[config.mk]
export PLATFORM = sky130hd
export DESIGN_NAME = twi_grp_slave
export DESIGN_NICKNAME = d
export VERILOG_FILES = /design/src/rtl/twi_grp_pkg.sv /design/src/rtl/twi_glitch_filt.sv /design/src/rtl/twi_ptr_reg.sv /design/src/rtl/twi_slave_fsm.sv /design/src/rtl/twi_grp_slave.sv
export SDC_FILE = /design/constraint.sdc
export NUM_CORES = 1
export LEC_CHECK = 0
export ABC_AREA = 0
export BUFFER_PORTS_ARGS = -buffer_cell sky130_fd_sc_hd__buf_2
export CAP_MARGIN = 10
export CORE_MARGIN = 8
export CORE_UTILIZATION = 63
export CTS_CLUSTER_DIAMETER = 150
export DETAILED_ROUTE_END_ITERATION = 10
export PLACE_DENSITY = 0.84
export SYNTH_ARGS = -nofsm -noshare
export SYNTH_HDL_FRONTEND = slang
export SYNTH_SLANG_ARGS = --single-unit
[constraint.sdc]
create_clock -name clk -period 3.42 [get_ports clk]
set_clock_uncertainty 0.1 [all_clocks]
set_input_delay 0.684 -clock clk [delete_from_list [all_inputs] [get_ports clk]]
set_output_delay 0.684 -clock clk [all_outputs]
set_load 0.05 [all_outputs]
[src/rtl/twi_grp_pkg.sv]
package twi_grp_pkg;

  typedef enum logic [2:0] {
    ST_IDLE,
    ST_RX,
    ST_ACK,
    ST_TX,
    ST_MACK
  } twi_state_e;

  typedef enum logic [1:0] {
    PH_ADDR,
    PH_CMD,
    PH_DATA
  } twi_phase_e;

  // Pointer values that belong to a register group
  function automatic logic ptr_known(input logic [7:0] p);
    return (p < 8'h04) || (p == 8'h06) || (p == 8'h07) ||
           (p == 8'h0A) || (p == 8'h0B) || (p == 8'h0E) ||
           (p == 8'h0F) || ((p >= 8'h10) && (p <= 8'h17));
  endfunction

  // Grouped stepping after each data byte
  function automatic logic [7:0] ptr_step(input logic [7:0] p);
    logic [7:0] n;
    if ((p < 8'h04) || (p == 8'h06) || (p == 8'h07) ||
        (p == 8'h0A) || (p == 8'h0B))
      n = p ^ 8'h01;
    else if (p == 8'h17)
      n = 8'h10;
    else if ((p >= 8'h10) && (p < 8'h17))
      n = p + 8'h01;
    else
      n = p;
    return n;
  endfunction

  function automatic logic ptr_writable(input logic [7:0] p);
    return ptr_known(p) && (p > 8'h01);
  endfunction

endpackage

[src/rtl/twi_glitch_filt.sv]
module twi_glitch_filt #(
  parameter int SYNC_STAGES = 2,
  parameter int HOLD        = 3
) (
  input  logic clk,
  input  logic rst_n,
  input  logic din,
  output logic dout
);
  localparam int CW = $clog2(HOLD + 1);

  logic [SYNC_STAGES-1:0] sync_q;
  logic [CW-1:0]          cnt_q;

  always_ff @(posedge clk) begin
    if (!rst_n) begin
      sync_q <= '1;
      cnt_q  <= '0;
      dout   <= 1'b1;
    end else begin
      sync_q <= {sync_q[SYNC_STAGES-2:0], din};
      if (sync_q[SYNC_STAGES-1] == dout) begin
        cnt_q <= '0;
      end else if (cnt_q == CW'(HOLD - 1)) begin
        dout  <= sync_q[SYNC_STAGES-1];
        cnt_q <= '0;
      end else begin
        cnt_q <= cnt_q + 1'b1;
      end
    end
  end
endmodule

[src/rtl/twi_ptr_reg.sv]
module twi_ptr_reg #(
  parameter int PW = 8
) (
  input  logic          clk,
  input  logic          rst_n,
  input  logic          load,
  input  logic [PW-1:0] load_val,
  input  logic          adv,
  output logic [PW-1:0] ptr
);
  import twi_grp_pkg::*;

  always_ff @(posedge clk) begin
    if (!rst_n)    ptr <= '0;
    else if (load) ptr <= load_val;
    else if (adv)  ptr <= ptr_step(ptr);
  end
endmodule

[src/rtl/twi_slave_fsm.sv]
module twi_slave_fsm #(
  parameter int AW = 5
) (
  input  logic          clk,
  input  logic          rst_n,
  input  logic          scl_f,
  input  logic          sda_f,
  input  logic [1:0]    sel,
  input  logic [7:0]    ptr,
  input  logic [7:0]    rd_data,
  output logic          sda_pull,
  output logic          wr_stb,
  output logic [AW-1:0] wr_addr,
  output logic [7:0]    wr_data,
  output logic          rd_stb,
  output logic          ptr_load,
  output logic [7:0]    ptr_val,
  output logic          ptr_adv
);
  import twi_grp_pkg::*;

  twi_state_e st_q;
  twi_phase_e ph_q;
  logic [3:0] cnt_q;
  logic [7:0] sh_q;
  logic       rw_q, mack_q, scl_q, sda_q;
  logic       scl_rise, scl_fall, bus_start, bus_stop;
  logic [6:0] my_addr;
  logic [7:0] tx_byte;

  assign my_addr   = {sel[1], 1'b1, 2'b00, sel[0], 2'b00};
  assign scl_rise  = scl_f & ~scl_q;
  assign scl_fall  = ~scl_f & scl_q;
  assign bus_start = scl_f & scl_q & sda_q & ~sda_f;
  assign bus_stop  = scl_f & scl_q & ~sda_q & sda_f;
  assign tx_byte   = ptr_known(ptr) ? rd_data : 8'h00;

  always_ff @(posedge clk) begin
    wr_stb   <= 1'b0;
    rd_stb   <= 1'b0;
    ptr_load <= 1'b0;
    ptr_adv  <= 1'b0;
    if (!rst_n) begin
      st_q     <= ST_IDLE;
      ph_q     <= PH_ADDR;
      cnt_q    <= '0;
      sh_q     <= '0;
      rw_q     <= 1'b0;
      mack_q   <= 1'b0;
      scl_q    <= 1'b1;
      sda_q    <= 1'b1;
      sda_pull <= 1'b0;
      wr_addr  <= '0;
      wr_data  <= '0;
      ptr_val  <= '0;
    end else begin
      scl_q <= scl_f;
      sda_q <= sda_f;
      if (bus_start) begin
        st_q     <= ST_RX;
        ph_q     <= PH_ADDR;
        cnt_q    <= '0;
        sda_pull <= 1'b0;
      end else if (bus_stop) begin
        st_q     <= ST_IDLE;
        sda_pull <= 1'b0;
      end else begin
        case (st_q)
          ST_RX: begin
            if (scl_rise) begin
              sh_q  <= {sh_q[6:0], sda_f};
              cnt_q <= cnt_q + 1'b1;
            end else if (scl_fall && cnt_q == 4'd8) begin
              cnt_q <= '0;
              case (ph_q)
                PH_ADDR: begin
                  if (sh_q[7:1] == my_addr) begin
                    sda_pull <= 1'b1;
                    rw_q     <= sh_q[0];
                    st_q     <= ST_ACK;
                  end else begin
                    st_q <= ST_IDLE;
                  end
                end
                PH_CMD: begin
                  ptr_load <= 1'b1;
                  ptr_val  <= sh_q;
                  ph_q     <= PH_DATA;
                  sda_pull <= 1'b1;
                  st_q     <= ST_ACK;
                end
                default: begin
                  wr_stb   <= ptr_writable(ptr);
                  wr_addr  <= ptr[AW-1:0];
                  wr_data  <= sh_q;
                  ptr_adv  <= 1'b1;
                  sda_pull <= 1'b1;
                  st_q     <= ST_ACK;
                end
              endcase
            end
          end
          ST_ACK: begin
            if (scl_fall) begin
              if (ph_q == PH_ADDR) ph_q <= PH_CMD;
              if (rw_q) begin
                sh_q     <= tx_byte;
                sda_pull <= ~tx_byte[7];
                rd_stb   <= 1'b1;
                ptr_adv  <= 1'b1;
                cnt_q    <= '0;
                st_q     <= ST_TX;
              end else begin
                sda_pull <= 1'b0;
                st_q     <= ST_RX;
              end
            end
          end
          ST_TX: begin
            if (scl_rise) begin
              cnt_q <= cnt_q + 1'b1;
            end else if (scl_fall) begin
              if (cnt_q == 4'd8) begin
                sda_pull <= 1'b0;
                st_q     <= ST_MACK;
              end else begin
                sh_q     <= {sh_q[6:0], 1'b0};
                sda_pull <= ~sh_q[6];
              end
            end
          end
          ST_MACK: begin
            if (scl_rise) begin
              mack_q <= ~sda_f;
            end else if (scl_fall) begin
              if (mack_q) begin
                sh_q     <= tx_byte;
                sda_pull <= ~tx_byte[7];
                rd_stb   <= 1'b1;
                ptr_adv  <= 1'b1;
                cnt_q    <= '0;
                st_q     <= ST_TX;
              end else begin
                st_q <= ST_IDLE;
              end
            end
          end
          default: ;
        endcase
      end
    end
  end
endmodule

[src/rtl/twi_grp_slave.sv]
module twi_grp_slave #(
  parameter int REG_AW    = 5,
  parameter int FILT_SYNC = 2,
  parameter int FILT_HOLD = 3
) (
  input  logic              clk,
  input  logic              rst_n,
  input  logic              scl_i,
  input  logic              sda_i,
  output logic              sda_pull_o,
  input  logic [1:0]        addr_sel,
  output logic [REG_AW-1:0] wr_addr,
  output logic [7:0]        wr_data,
  output logic              wr_stb,
  output logic [REG_AW-1:0] rd_addr,
  input  logic [7:0]        rd_data,
  output logic              rd_stb
);
  localparam int NLINES = 2;
  localparam int PW     = 8;

  logic [NLINES-1:0] line_raw, line_flt;
  logic              ptr_load, ptr_adv;
  logic [PW-1:0]     ptr_val, ptr;

  assign line_raw = {sda_i, scl_i};

  for (genvar g = 0; g < NLINES; g++) begin : g_filt
    twi_glitch_filt #(
      .SYNC_STAGES(FILT_SYNC),
      .HOLD       (FILT_HOLD)
    ) filt_i (
      .clk (clk),
      .rst_n(rst_n),
      .din (line_raw[g]),
      .dout(line_flt[g])
    );
  end

  twi_slave_fsm #(.AW(REG_AW)) fsm_i (
    .clk     (clk),
    .rst_n   (rst_n),
    .scl_f   (line_flt[0]),
    .sda_f   (line_flt[1]),
    .sel     (addr_sel),
    .ptr     (ptr),
    .rd_data (rd_data),
    .sda_pull(sda_pull_o),
    .wr_stb  (wr_stb),
    .wr_addr (wr_addr),
    .wr_data (wr_data),
    .rd_stb  (rd_stb),
    .ptr_load(ptr_load),
    .ptr_val (ptr_val),
    .ptr_adv (ptr_adv)
  );

  twi_ptr_reg #(.PW(PW)) ptr_i (
    .clk     (clk),
    .rst_n   (rst_n),
    .load    (ptr_load),
    .load_val(ptr_val),
    .adv     (ptr_adv),
    .ptr     (ptr)
  );

  assign rd_addr = ptr[REG_AW-1:0];
endmodule

==> results.md <==
Timing:
- The final total negative setup slack is 0 ns.
- The headroom to the max-slew limit is 42.5%.
- The clock period could shrink to 2.54 ns.
- The number of slew-limit violations in the final report was 0.
- Based on the critical path, the design can be clocked at up to 394 MHz.
- The slew at the pin closest to its max-slew limit is 0.862 ns.
- The total of endpoints with negative setup slack in the final report is 0.
- Setup repair after global routing left no endpoint under its margin.
- The count of endpoints failing hold in the final timing report is 0.
- Of the available clock period, the critical path in the final layout requires 74.1%.

Setup path:
- The type of element capturing the critical path is a register.
- Data arrives at the worst endpoint at 2.65 ns.
- The data required time at the worst endpoint is 3.53 ns.
- The worst setup path is launched from a register.
- The classification of the worst setup path is register to register.
- Along the worst path, the maximum fanout reaches 20.

Clocking:
- The worst-case clock buffer depth is 2.
- The number of H-tree levels is 3.
- In this run the post-CTS setup repair buffer count came out at 0.
- The total clock sinks is 65.
- The later pin in the worst-skew pair is clocked with a latency of 0.34 ns.
- In this run, post-CTS hold repair placed 0 buffers.
- The post-cts sizing count is 0.
- The root cell of the clock tree is sky130_fd_sc_hd__clkbuf_8.
- The clock tree from TritonCTS is done.
- Buffers inserted during clock tree synthesis total 9.
- Clock-pin slew was measured on the worst setup and hold paths at 0.08 ns.

Global route:
- The combined global-route utilization of all metal layers is 19.8%.
- The total congestion overflow after global routing is 0.
- The initial antenna violation count is 0.
- The via count of the first global-routing pass is 2,505.
- The first global-routing pass estimated 12,000 um of wire.
- Entering global routing, the biggest net connects 38 pins.

Yosys:
- By area the synthesized netlist is led by sky130_fd_sc_hd__dfxtp_1 39%, sky130_fd_sc_hd__mux2i_1 9.6%, sky130_fd_sc_hd__nor2_1 6.2%.
- The synthesized design contains 65 register bits.
- The number of enable-type register cells in the synthesized netlist is 0.
- After synthesis, the netlist uses 63 different library cells.
- In the synthesized netlist, the number of instances is 371.
- In the synthesized netlist the async set-or-reset flop fraction comes to 0%.
- Of the post-synthesis cell area, the dominant cell type holds 39.2%.
- Counting every net in the synthesized netlist gives 393.
- The proportion of synthesized chip area in sequential cells is 39.2%.
- The average instance area after synthesis is 8.95 um^2.
- For this run, the leading register cell type out of synthesis is sky130_fd_sc_hd__dfxtp_1.
- The synthesized design spends more area on one cell type than any other, namely sky130_fd_sc_hd__dfxtp_1.
- Summing every instance area after synthesis gives 0.00332 mm^2.
- The Yosys step of the flow raised 0 warnings.

Detailed routing:
- Using the TritonRoute via totals, the vias-per-cell ratio works out to 5.77.
- The pre-antenna-repair detailed-routing pass consisted of 4 iterations.
- The total vias in the final route is 2,661.
- The average wire per standard cell is 15.9 um.
- The routed wire length is 7340 um.
- For this run, design rule violations remaining after detail routing come to 0.
- The violation count after the first detailed-route iteration is 149.
- The residual antenna-violating net count after detailed routing is 0.

Die:
- The starting utilization of the core area is 65.0%.
- The die extent in x is 88.6 um.
- The floorplan step set the die height to 88.6 um.
- The core region is 0.00511 mm^2.
- In this run the core area contains 26 standard-cell rows.
- The die covers 0.00785 mm^2.
- The number of top-level pins is 35.

Flow run:
- Max-cap violations in this run came to 0.

Placement:
- The number of instances in the placed design is 445.
- The last weighted congestion value of the routability-driven placer is 0.876.
- The half-perimeter wire length after placement is 5060 um.
- Input and output buffers added on the ports amount to 34.

Finish:
- The library cells used most frequently in the layout, excluding fill and tap cells, are 65 x sky130_fd_sc_hd__dfxtp_1, 55 x sky130_fd_sc_hd__nor2_1, 34 x sky130_fd_sc_hd__buf_2.
- The library cell used most frequently in the layout, excluding fill and tap cells, is sky130_fd_sc_hd__dfxtp_1.
- In the final layout, the multi-input gates occupy 0.00176 mm^2.
- The area growth from synthesis to layout is 8.55%.
- The sequential cell area is 0.00130 mm^2.
- The count of placed standard cells in the final layout, fillers left out is 461.
- After the last flow step, the layout net total stands at 408.
- The number of antenna repair diodes is 0.
- Fill cells in the final layout number 424.
- The layout cell share with drive strength beyond 1 is 15.9%.

Hold path:
- The min-delay analysis places its worst path in the category register to register.

Pwr:
- The maximum vdd drop is 0.310 mV.
- Summed over all cells, the static leakage comes to 1.49 nW.
- Dividing total power by cell area gives a power density of 424 mW/mm^2.

Outcome:
- The flow ran to the end, and the final reports show no timing, DRC or antenna violations.
## power by group
| group | switching (mW) | leakage, nW | internal [mW] | total [mW] |
|---|---|---|---|---|
| Clock | 0.319 | 0.107 | 0.418 | 0.737 |
| Combinational | 0.0188 | 0.855 | 0.0103 | 0.0291 |
| Sequential | 0.00166 | 0.525 | 0.759 | 0.761 |
## registers in the layout, summed over array words and instances, names as in the netlist, 2 cells and up
| signal | count |
|---|---|
| fsm_i.ptr_val | 8 |
| fsm_i.sh_q | 8 |
| fsm_i.wr_data | 8 |
| ptr_i.ptr | 8 |
| fsm_i.wr_addr | 5 |
| fsm_i.cnt_q | 4 |
| g_filt.filt_i.cnt_q | 4 |
| g_filt.filt_i.sync_q | 4 |
| fsm_i.st_q | 3 |
| fsm_i.ph_q | 2 |
| g_filt.filt_i.dout | 2 |
## per-layer routing
layer / wire (um) / GRT usage (%) / vias up / part of all wire (%)
met4: 56 / 7.68 / 0 / 0.76
met1: 3250 / 23.7 / 1269 / 44
met3: 291 / 5.57 / 6 / 4.0
met5: 0 / 0 / - / 0
li1: - / - / 1333 / -
met2: 3750 / 32.6 / 53 / 51
## cell type report
class                   instances  share of cell area, %
well taps                      70                   2.43
inverters                      13                   1.35
multi-input cells             261                   48.7
repair buffers                 36                   5.14
flip-flops and latches         65                   36.1
clock inverters                 7                   2.81
clock buffers                   9                   3.44
## final timing paths
check	start	endpoint	slack [ns]	cells after the start
max	fsm_i.st_q[0]$_SDFFE_PN0P_	fsm_i.wr_data[1]$_SDFFE_PN0P_	0.88	4
min	g_filt[0].filt_i.sync_q[0]$_SDFF_PN1_	g_filt[0].filt_i.sync_q[1]$_SDFF_PN1_	0.31	1
max reg2reg	fsm_i.st_q[0]$_SDFFE_PN0P_	fsm_i.wr_data[1]$_SDFFE_PN0P_	0.88	4
min reg2reg	g_filt[0].filt_i.sync_q[0]$_SDFF_PN1_	g_filt[0].filt_i.sync_q[1]$_SDFF_PN1_	0.31	1
## synth_stat cells (all sizes together), types with 2 or more instances
cell type	instances
o211a	2
o21ai	10
or3	4
a211oi	3
and2	4
nor3b	4
or2	2
and4	2
mux2i	32
a221o	3
dfxtp	65
inv	13
o21a	4
xnor2	6
o22ai	3
or3b	2
a22oi	9
o21bai	2
a2111o	2
a21oi	19
nand2	18
nor2b	6
a31oi	2
a21boi	2
nor2	55
a311oi	8
nand2b	10
nand4	3
o22a	2
nand4b	5
nor4	2
ha	8
buf	22
and2b	2
clkbuf	10
nor3	5
nand3	7
## logic make-up after synthesis
logic type	share of synthesized area (%)
adders and majority gates	3.32
DFF	39.2
buffers and inverters	7.91
and+or+nand+nor	21.5
xor gates and xnor gates	1.85
AOI/OAI and AO/OA	16.6
muxes	9.65
## worst max-delay path, stage by stage, from the launching register on
cell                       delay, ns
sky130_fd_sc_hd__dfxtp_1        0.73
sky130_fd_sc_hd__nand2b_1       0.28
sky130_fd_sc_hd__or4b_1         0.94
sky130_fd_sc_hd__mux2i_1        0.31
sky130_fd_sc_hd__nor2_1         0.06
## stage by stage
stage,power [mW],instance area (um^2),hold WS (ns),utilization [%],setup WS [ns]
floorplan,0.795,3320,0.286,-,1.42
global placement,0.807,3380,0.290,66.2,0.981
detailed placement,0.808,3380,0.299,66.2,0.902
CTS,1.54,3600,0.315,70.6,0.890
global route,1.59,3600,0.333,70.6,0.689
finish,1.53,3600,0.310,70.6,0.884
Power figures use the tool's default switching activity.
